## src/rtl/dsq_pkg.sv

```systemverilog
package dsq_pkg;
  localparam logic [11:0] OFS_IRQ_MASK = 12'h080;
  localparam logic [11:0] OFS_IRQ_PEND = 12'h084;
  localparam logic [11:0] OFS_IRQ_SRC  = 12'h088;
  localparam logic [11:0] OFS_CTRL     = 12'h400;
  localparam logic [11:0] OFS_NEXT_ID  = 12'h404;
  localparam logic [11:0] OFS_START    = 12'h408;
  localparam logic [11:0] OFS_FLAGS    = 12'h40C;
  localparam logic [11:0] OFS_DST      = 12'h410;
  localparam logic [11:0] OFS_SRC      = 12'h414;
  localparam logic [11:0] OFS_XLEN     = 12'h418;
  localparam logic [11:0] OFS_YLEN     = 12'h41C;
  localparam logic [11:0] OFS_DSTRIDE  = 12'h420;
  localparam logic [11:0] OFS_SSTRIDE  = 12'h424;
  localparam logic [11:0] OFS_DONE     = 12'h428;
  localparam logic [11:0] OFS_ACT_ID   = 12'h42C;

  typedef struct packed {
    logic [4:0]  id;
    logic [2:0]  flags;
    logic [31:0] dst;
    logic [31:0] src;
    logic [31:0] xlen;
    logic [31:0] ylen;
    logic [31:0] dst_stride;
    logic [31:0] src_stride;
  } xfer_desc_t;
endpackage

```

## src/rtl/dsq_fifo.sv

```systemverilog
module dsq_fifo #(
  parameter int DEPTH = 4,
  parameter type T = logic
) (
  input  logic clk,
  input  logic rst_n,
  input  logic flush,
  input  logic push,
  input  T     push_data,
  input  logic pop,
  output T     head,
  output logic empty,
  output logic full,
  output logic [$clog2(DEPTH+1)-1:0] count
);
  localparam int PTR_W = (DEPTH > 1) ? $clog2(DEPTH) : 1;
  localparam int CNT_W = $clog2(DEPTH+1);
  localparam logic [PTR_W-1:0] LAST = PTR_W'(DEPTH - 1);
  localparam logic [CNT_W-1:0] FULL_CNT = CNT_W'(DEPTH);

  T mem [DEPTH];
  logic [PTR_W-1:0] wr_ptr, rd_ptr;
  logic do_push, do_pop;

  assign empty   = (count == '0);
  assign full    = (count == FULL_CNT);
  assign do_push = push && !full;
  assign do_pop  = pop && !empty;
  assign head    = mem[rd_ptr];

  always_ff @(posedge clk or negedge rst_n) begin
    if (!rst_n) begin
      wr_ptr <= '0;
      rd_ptr <= '0;
      count  <= '0;
    end else if (flush) begin
      wr_ptr <= '0;
      rd_ptr <= '0;
      count  <= '0;
    end else begin
      if (do_push) wr_ptr <= (wr_ptr == LAST) ? '0 : wr_ptr + 1'b1;
      if (do_pop)  rd_ptr <= (rd_ptr == LAST) ? '0 : rd_ptr + 1'b1;
      if (do_push && !do_pop) count <= count + 1'b1;
      else if (do_pop && !do_push) count <= count - 1'b1;
    end
  end

  always_ff @(posedge clk) begin
    if (do_push && !flush) mem[wr_ptr] <= push_data;
  end
endmodule

```

## src/rtl/dsq_ids.sv

```systemverilog
module dsq_ids #(
  parameter int NUM_IDS = 16
) (
  input  logic        clk,
  input  logic        rst_n,
  input  logic        alloc,
  input  logic        done_valid,
  input  logic [4:0]  done_id,
  output logic [4:0]  next_id,
  output logic [31:0] done_map
);
  localparam logic [4:0] ID_LAST = 5'(NUM_IDS - 1);

  always_ff @(posedge clk or negedge rst_n) begin
    if (!rst_n) next_id <= '0;
    else if (alloc) next_id <= (next_id == ID_LAST) ? '0 : next_id + 1'b1;
  end

  for (genvar g = 0; g < 32; g++) begin : g_bit
    if (g < NUM_IDS && g < 31) begin : g_live
      always_ff @(posedge clk or negedge rst_n) begin
        if (!rst_n) done_map[g] <= 1'b0;
        else if (done_valid && done_id == 5'(g)) done_map[g] <= 1'b1;
        else if (alloc && next_id == 5'(g)) done_map[g] <= 1'b0;
      end
    end else begin : g_dead
      assign done_map[g] = 1'b0;
    end
  end
endmodule

```

## src/rtl/dsq_irq.sv

```systemverilog
module dsq_irq (
  input  logic       clk,
  input  logic       rst_n,
  input  logic       sot_evt,
  input  logic       eot_evt,
  input  logic       clr_wr,
  input  logic [1:0] clr_bits,
  input  logic       mask_wr,
  input  logic [1:0] mask_bits,
  output logic [1:0] pend,
  output logic [1:0] mask,
  output logic       irq
);
  logic [1:0] set_bits;
  assign set_bits = {eot_evt, sot_evt};

  always_ff @(posedge clk or negedge rst_n) begin
    if (!rst_n) begin
      pend <= '0;
      mask <= 2'b11;
    end else begin
      pend <= (pend & ~(clr_wr ? clr_bits : 2'b00)) | set_bits;
      if (mask_wr) mask <= mask_bits;
    end
  end

  assign irq = |(pend & ~mask);
endmodule

```

## src/rtl/dma_submit_queue.sv

```systemverilog
module dma_submit_queue #(
  parameter int ADDR_W         = 12,
  parameter int DEPTH          = 4,
  parameter int NUM_IDS        = 16,
  parameter int LEN_W          = 24,
  parameter int LEN_ALIGN_BITS = 2,
  parameter bit HAS_CYCLIC     = 1'b1,
  parameter bit HAS_2D         = 1'b1,
  parameter bit HAS_DST_MEM    = 1'b1,
  parameter bit HAS_SRC_MEM    = 1'b1
) (
  input  logic              clk,
  input  logic              rst_n,
  input  logic              reg_wr_en,
  input  logic [ADDR_W-1:0] reg_addr,
  input  logic [31:0]       reg_wdata,
  output logic [31:0]       reg_rdata,
  output logic              irq,
  output logic              eng_enable,
  output logic              eng_pause,
  output logic              desc_valid,
  input  logic              desc_ready,
  output logic [4:0]        desc_id,
  output logic [2:0]        desc_flags,
  output logic [31:0]       desc_dst,
  output logic [31:0]       desc_src,
  output logic [31:0]       desc_xlen,
  output logic [31:0]       desc_ylen,
  output logic [31:0]       desc_dst_stride,
  output logic [31:0]       desc_src_stride,
  input  logic              done_valid,
  input  logic [4:0]        done_id
);
  import dsq_pkg::*;

  localparam int CNT_W = $clog2(DEPTH+1);
  localparam logic [31:0] LEN_MASK   = 32'((64'd1 << LEN_W) - 64'd1);
  localparam logic [31:0] ALIGN_MASK = 32'((64'd1 << LEN_ALIGN_BITS) - 64'd1);
  localparam logic [2:0]  FLAG_KEEP  = {2'b11, HAS_CYCLIC};
  localparam logic [31:0] DST_KEEP   = {32{HAS_DST_MEM}};
  localparam logic [31:0] SRC_KEEP   = {32{HAS_SRC_MEM}};
  localparam logic [31:0] Y_KEEP     = HAS_2D ? LEN_MASK : 32'd0;

  logic [1:0]  ctrl_q;
  logic [2:0]  flags_q;
  logic [31:0] dst_q, src_q, xlen_q, ylen_q, dstride_q, sstride_q;
  logic [4:0]  act_id_q;

  logic [11:0] ofs;
  logic        wr_ctrl, wr_start, q_push, q_pop, q_flush, q_empty, q_full;
  logic [CNT_W-1:0] q_count;
  logic [4:0]  next_id;
  logic [31:0] done_map, xlen_rd;
  logic [1:0]  irq_pend, irq_mask;
  xfer_desc_t  staged, head;

  assign ofs      = 12'(reg_addr);
  assign wr_ctrl  = reg_wr_en && ofs == OFS_CTRL;
  assign wr_start = reg_wr_en && ofs == OFS_START && reg_wdata[0];
  assign q_flush  = wr_ctrl && !reg_wdata[0];
  assign q_push   = wr_start && ctrl_q[0] && !q_full;
  assign xlen_rd  = xlen_q | ALIGN_MASK;

  always_ff @(posedge clk or negedge rst_n) begin
    if (!rst_n) begin
      ctrl_q    <= '0;
      flags_q   <= '0;
      dst_q     <= '0;
      src_q     <= '0;
      xlen_q    <= '0;
      ylen_q    <= '0;
      dstride_q <= '0;
      sstride_q <= '0;
    end else if (reg_wr_en) begin
      unique case (ofs)
        OFS_CTRL:    ctrl_q    <= reg_wdata[1:0];
        OFS_FLAGS:   flags_q   <= reg_wdata[2:0] & FLAG_KEEP;
        OFS_DST:     dst_q     <= reg_wdata & DST_KEEP;
        OFS_SRC:     src_q     <= reg_wdata & SRC_KEEP;
        OFS_XLEN:    xlen_q    <= reg_wdata & LEN_MASK;
        OFS_YLEN:    ylen_q    <= reg_wdata & Y_KEEP;
        OFS_DSTRIDE: dstride_q <= reg_wdata & DST_KEEP;
        OFS_SSTRIDE: sstride_q <= reg_wdata & SRC_KEEP;
        default: ;
      endcase
    end
  end

  always_comb begin
    staged.id         = next_id;
    staged.flags      = flags_q;
    staged.dst        = dst_q;
    staged.src        = src_q;
    staged.xlen       = xlen_rd;
    staged.ylen       = ylen_q;
    staged.dst_stride = dstride_q;
    staged.src_stride = sstride_q;
  end

  dsq_fifo #(.DEPTH(DEPTH), .T(xfer_desc_t)) u_fifo (
    .clk(clk), .rst_n(rst_n), .flush(q_flush), .push(q_push),
    .push_data(staged), .pop(q_pop), .head(head), .empty(q_empty),
    .full(q_full), .count(q_count)
  );

  dsq_ids #(.NUM_IDS(NUM_IDS)) u_ids (
    .clk(clk), .rst_n(rst_n), .alloc(q_push), .done_valid(done_valid),
    .done_id(done_id), .next_id(next_id), .done_map(done_map)
  );

  dsq_irq u_irq (
    .clk(clk), .rst_n(rst_n), .sot_evt(q_pop), .eot_evt(done_valid),
    .clr_wr(reg_wr_en && ofs == OFS_IRQ_PEND), .clr_bits(reg_wdata[1:0]),
    .mask_wr(reg_wr_en && ofs == OFS_IRQ_MASK), .mask_bits(reg_wdata[1:0]),
    .pend(irq_pend), .mask(irq_mask), .irq(irq)
  );

  assign eng_enable = ctrl_q[0];
  assign eng_pause  = ctrl_q[1];
  assign desc_valid = !q_empty && ctrl_q[0] && !ctrl_q[1];
  assign q_pop      = desc_valid && desc_ready;

  always_ff @(posedge clk or negedge rst_n) begin
    if (!rst_n) act_id_q <= '0;
    else if (q_pop) act_id_q <= head.id;
  end

  assign desc_id         = head.id;
  assign desc_flags      = head.flags;
  assign desc_dst        = head.dst;
  assign desc_src        = head.src;
  assign desc_xlen       = head.xlen;
  assign desc_ylen       = head.ylen;
  assign desc_dst_stride = head.dst_stride;
  assign desc_src_stride = head.src_stride;

  always_comb begin
    reg_rdata = '0;
    unique case (ofs)
      OFS_IRQ_MASK: reg_rdata = {30'd0, irq_mask};
      OFS_IRQ_PEND: reg_rdata = {30'd0, irq_pend};
      OFS_IRQ_SRC:  reg_rdata = {30'd0, irq_pend & ~irq_mask};
      OFS_CTRL:     reg_rdata = {30'd0, ctrl_q};
      OFS_NEXT_ID:  reg_rdata = {27'd0, next_id};
      OFS_START:    reg_rdata = {31'd0, q_full};
      OFS_FLAGS:    reg_rdata = {29'd0, flags_q};
      OFS_DST:      reg_rdata = dst_q;
      OFS_SRC:      reg_rdata = src_q;
      OFS_XLEN:     reg_rdata = xlen_rd;
      OFS_YLEN:     reg_rdata = ylen_q;
      OFS_DSTRIDE:  reg_rdata = dstride_q;
      OFS_SSTRIDE:  reg_rdata = sstride_q;
      OFS_DONE:     reg_rdata = done_map;
      OFS_ACT_ID:   reg_rdata = {27'd0, act_id_q};
      default:      reg_rdata = '0;
    endcase
  end
endmodule

```

## config.mk

```make
export PLATFORM = sky130hd
export DESIGN_NAME = dma_submit_queue
export DESIGN_NICKNAME = d
export VERILOG_FILES = /design/src/rtl/dsq_pkg.sv /design/src/rtl/dsq_fifo.sv /design/src/rtl/dsq_ids.sv /design/src/rtl/dsq_irq.sv /design/src/rtl/dma_submit_queue.sv
export SDC_FILE = /design/constraint.sdc
export NUM_CORES = 1
export LEC_CHECK = 0
export BUFFER_PORTS_ARGS = -buffer_cell sky130_fd_sc_hd__buf_2
export CAP_MARGIN = 5
export CORE_ASPECT_RATIO = 0.8
export CORE_UTILIZATION = 55
export DETAILED_ROUTE_END_ITERATION = 10
export PLACE_DENSITY_LB_ADDON = 0.12
export RECOVER_POWER = 100
export SYNTH_ARGS = -nofsm -noshare
export SYNTH_HDL_FRONTEND = slang
export SYNTH_SLANG_ARGS = --single-unit
```

## constraint.sdc

```tcl
create_clock -name clk -period 13.1 [get_ports clk]
set_clock_uncertainty 0.15 [all_clocks]
set_input_delay 2.62 -clock clk [delete_from_list [all_inputs] [get_ports clk]]
set_output_delay 2.62 -clock clk [all_outputs]
set_load 0.02 [all_outputs]
```

==> metrics <==
Post-synth top cells=edfxtp_1 (728), dfrtp_1 (214), mux2_2 (182), mux4_2 (182), clkbuf_1 (48); flops & latches, synth=approximately 940; fin crit share=0.812; most frequent cell after synthesis=edfxtp_1; crit-path max FO=33; post-CTS setup buffer count=0; Seq/Total Area, Yosys=0.749; outcome=finished with violations; CTS sink count=~940; vias per std cell=6.31; synth-to-layout area growth=13.2%; ys flop type=edfxtp_1; largest area contributor in the netlist=edfxtp_1; layout cells sized above 1=0.268; RSZ-0062 raised after global routing=no; start of the worst register-to-register path=u_fifo.count[0]; largest cells by area after synthesis=edfxtp_1 (60%), dfrtp_1 (15%), mux4_2 (11%), mux2_2 (5.6%), a22oi_1 (0.87%); synthesized instance count=between 1500 and 2000; Final nets=about 2100; core area=between 60000 and 70000 µm²; Longest Clk Path Bufs=3; CTS tree=done; initial antenna violation count=3; Num CTS Buffers=90; row cnt=slightly above 80; max_slew headroom=-1.98; Final min period=roughly 11 ns; Starting Density=0.562; Cells after DPL=~2800; worst min-delay path category=flip-flop to flip-flop; IO Pins=slightly below 300; grt total ovfl=0; area of the multi-input gates=between 8000 and 9000 µm²; H-Tree Depth=3; vias in the first global route=19000; asr flop ratio synth=0.229; Total GRT Usage=0.266; via count=between 15000 and 20000; P_leak=roughly 16 nW; maximum VDD drop=about 0.10 mV; Post-CTS Resized=0; max-slew violation count=899; failing checks=capacitance limit, slew limit; Ys Warns=0; DR WL/cell=approximately 29 µm; pwr dens=between 100 and 150 nW/µm²; Post-synth EDFFs=728; DRC Markers=0; largest net degree at the start of global routing=110; final cell count without fillers=roughly 3000; Clock transition at path regs=0.06 ns; Fill cells=between 4000 and 5000; Cell Area, Synth=around 36000 µm²; TritonRoute pass-1 iters=5; remaining antenna violation count=0; synth unique cells=67; chip width=290 µm; Fmax achieved=about 94 MHz; n_diodes=0; Final Hold Viols=0; WP data arrival=between 7 and 8 ns; crit path launch=reg_addr[3]; worst path required time=10.33 ns; MaxCap Viol Count=20; total wire length=roughly 88000 µm; Reg area=27300 µm²; Slew @ Worst Pin=4.47 ns; Final setup viols=0; number of port buffers=271; crit path kind=input pin to output pin; Clk Latency, worst-skew pair=roughly 0.64 ns; hpwl dp=between 50000 and 60000 µm; Die ar.=between 60000 and 70000 µm²; RePlAce Congestion=roughly 0.86; setup TNS=0 ns; die height=about 230 µm; Initial DRC Count=about 1900; post-synth top area share=0.600; Mean Syn Cell Area=between 20 and 25 µm²; first-pass GRT wire length=~130000 µm; Hold Path Origin=u_irq.pend[1]; Setup crit end kind=output pin; CTS root buffer=clkbuf_16; CTS Hold Bufs=0; Critical Path Start Type=input pin
[power by group]
part / leakage, nW / internal, mW / switching, mW
clock: 1.46 / 1.51 / 1.08
sequential: 11.2 / 3.21 / 0.0149
combinational: 3.40 / 0.0188 / 0.0523
total: 16.0 / 4.73 / 1.14
[state kept, by name, indices dropped and copies added (netlist names), 16 cells and up]
| name | cells |
|---|---|
| u_fifo.mem | 728 |
| dst_q | 32 |
| dstride_q | 32 |
| src_q | 32 |
| sstride_q | 32 |
| ylen_q | 24 |
| xlen_q | 22 |
| u_ids.done_map | 16 |
[final timing paths]
check / endpoint / slack, ns / cells after the start
min in group asynchronous: dst_q[5] / 3.34 / 1
hold reg to reg: u_irq.pend[1] / 0.37 / 1
hold / removal: u_irq.pend[1] / 0.37 / 1
setup reg to reg: u_fifo.mem[1][79] / 5.70 / 4
max in group asynchronous: dstride_q[17] / 5.85 / 3
setup / recovery: reg_rdata[26] / 2.47 / 8
[per-stage QoR]
step	setup slack, ns	hold slack, ns	power [mW]	area, µm²	utilization
6_report	2.47	0.366	5.88	41200	0.636
5_1_grt	2.13	0.405	6.02	41200	0.636
4_1_cts	4.29	0.371	5.91	41700	0.643
3_5_place_dp	4.32	0.357	3.36	38700	0.597
3_3_place_gp	4.41	0.347	3.35	38700	0.597
2_1_floorplan	4.35	0.312	3.31	36500	-
[per-layer routing]
layer | wire (µm) | share of wire | vias to the layer above | global-route usage
met2 | 42300 | 0.48 | 751 | 0.411
li1 | - | - | 7886 | -
met4 | 2020 | 0.023 | 4 | 0.0720
met1 | 37100 | 0.42 | 10200 | 0.393
met3 | 6610 | 0.075 | 143 | 0.0494
met5 | 27 | 0.00031 | - | 0
[placed cells by master, fill, tap and decap left out, drive strengths merged, types with 18 or more instances in the layout]
cell | synthesis | final
edfxtp | 728 | 728
clkbuf | 48 | 369
dfrtp | 214 | 214
mux2 | 186 | 186
mux4 | 182 | 182
buf | 62 | 72
nand2 | 46 | 46
a22oi | 42 | 42
nor2 | 33 | 33
o21ai | 23 | 23
clkinv | 0 | 22
conb | 2 | 18
[kinds of logic (layout without fill, tap and decap cells)]
| kind of cell | after synthesis | count (layout) | synth area share |
|---|---|---|---|
| other | 2 | 18 | 0.000206 |
| AO/OA/AOI/OAI | 168 | 168 | 0.0348 |
| AND/OR/NAND/NOR | 158 | 158 | 0.0250 |
| multiplexers | 374 | 374 | 0.172 |
| adder cells (fa/ha/maj) | 10 | 10 | 0.00364 |
| buffers and inverters | 119 | 480 | 0.0153 |
| XOR/XNOR | 1 | 1 | 0.000241 |
| flip-flops | 944 | 944 | 0.749 |
[layout make-up]
class	instances	area share
clock buffer	136	0.0648
clock inverter	30	0.00677
inverter	9	0.000820
multi-input combinational	729	0.209
sequential	944	0.662
tap	850	0.0258
timing repair buffer	305	0.0312
[worst max-delay path, stage by stage]
cell and delay [ns]:
clkbuf_1 0.31, nor4b_1 0.36, clkbuf_1 1.98, nand2_1 1.01, nor2_2 1.02, a22oi_1 0.17, nand2_1 0.15, clkbuf_1 0.24
Note: power is estimated with default switching activity, not from simulation.
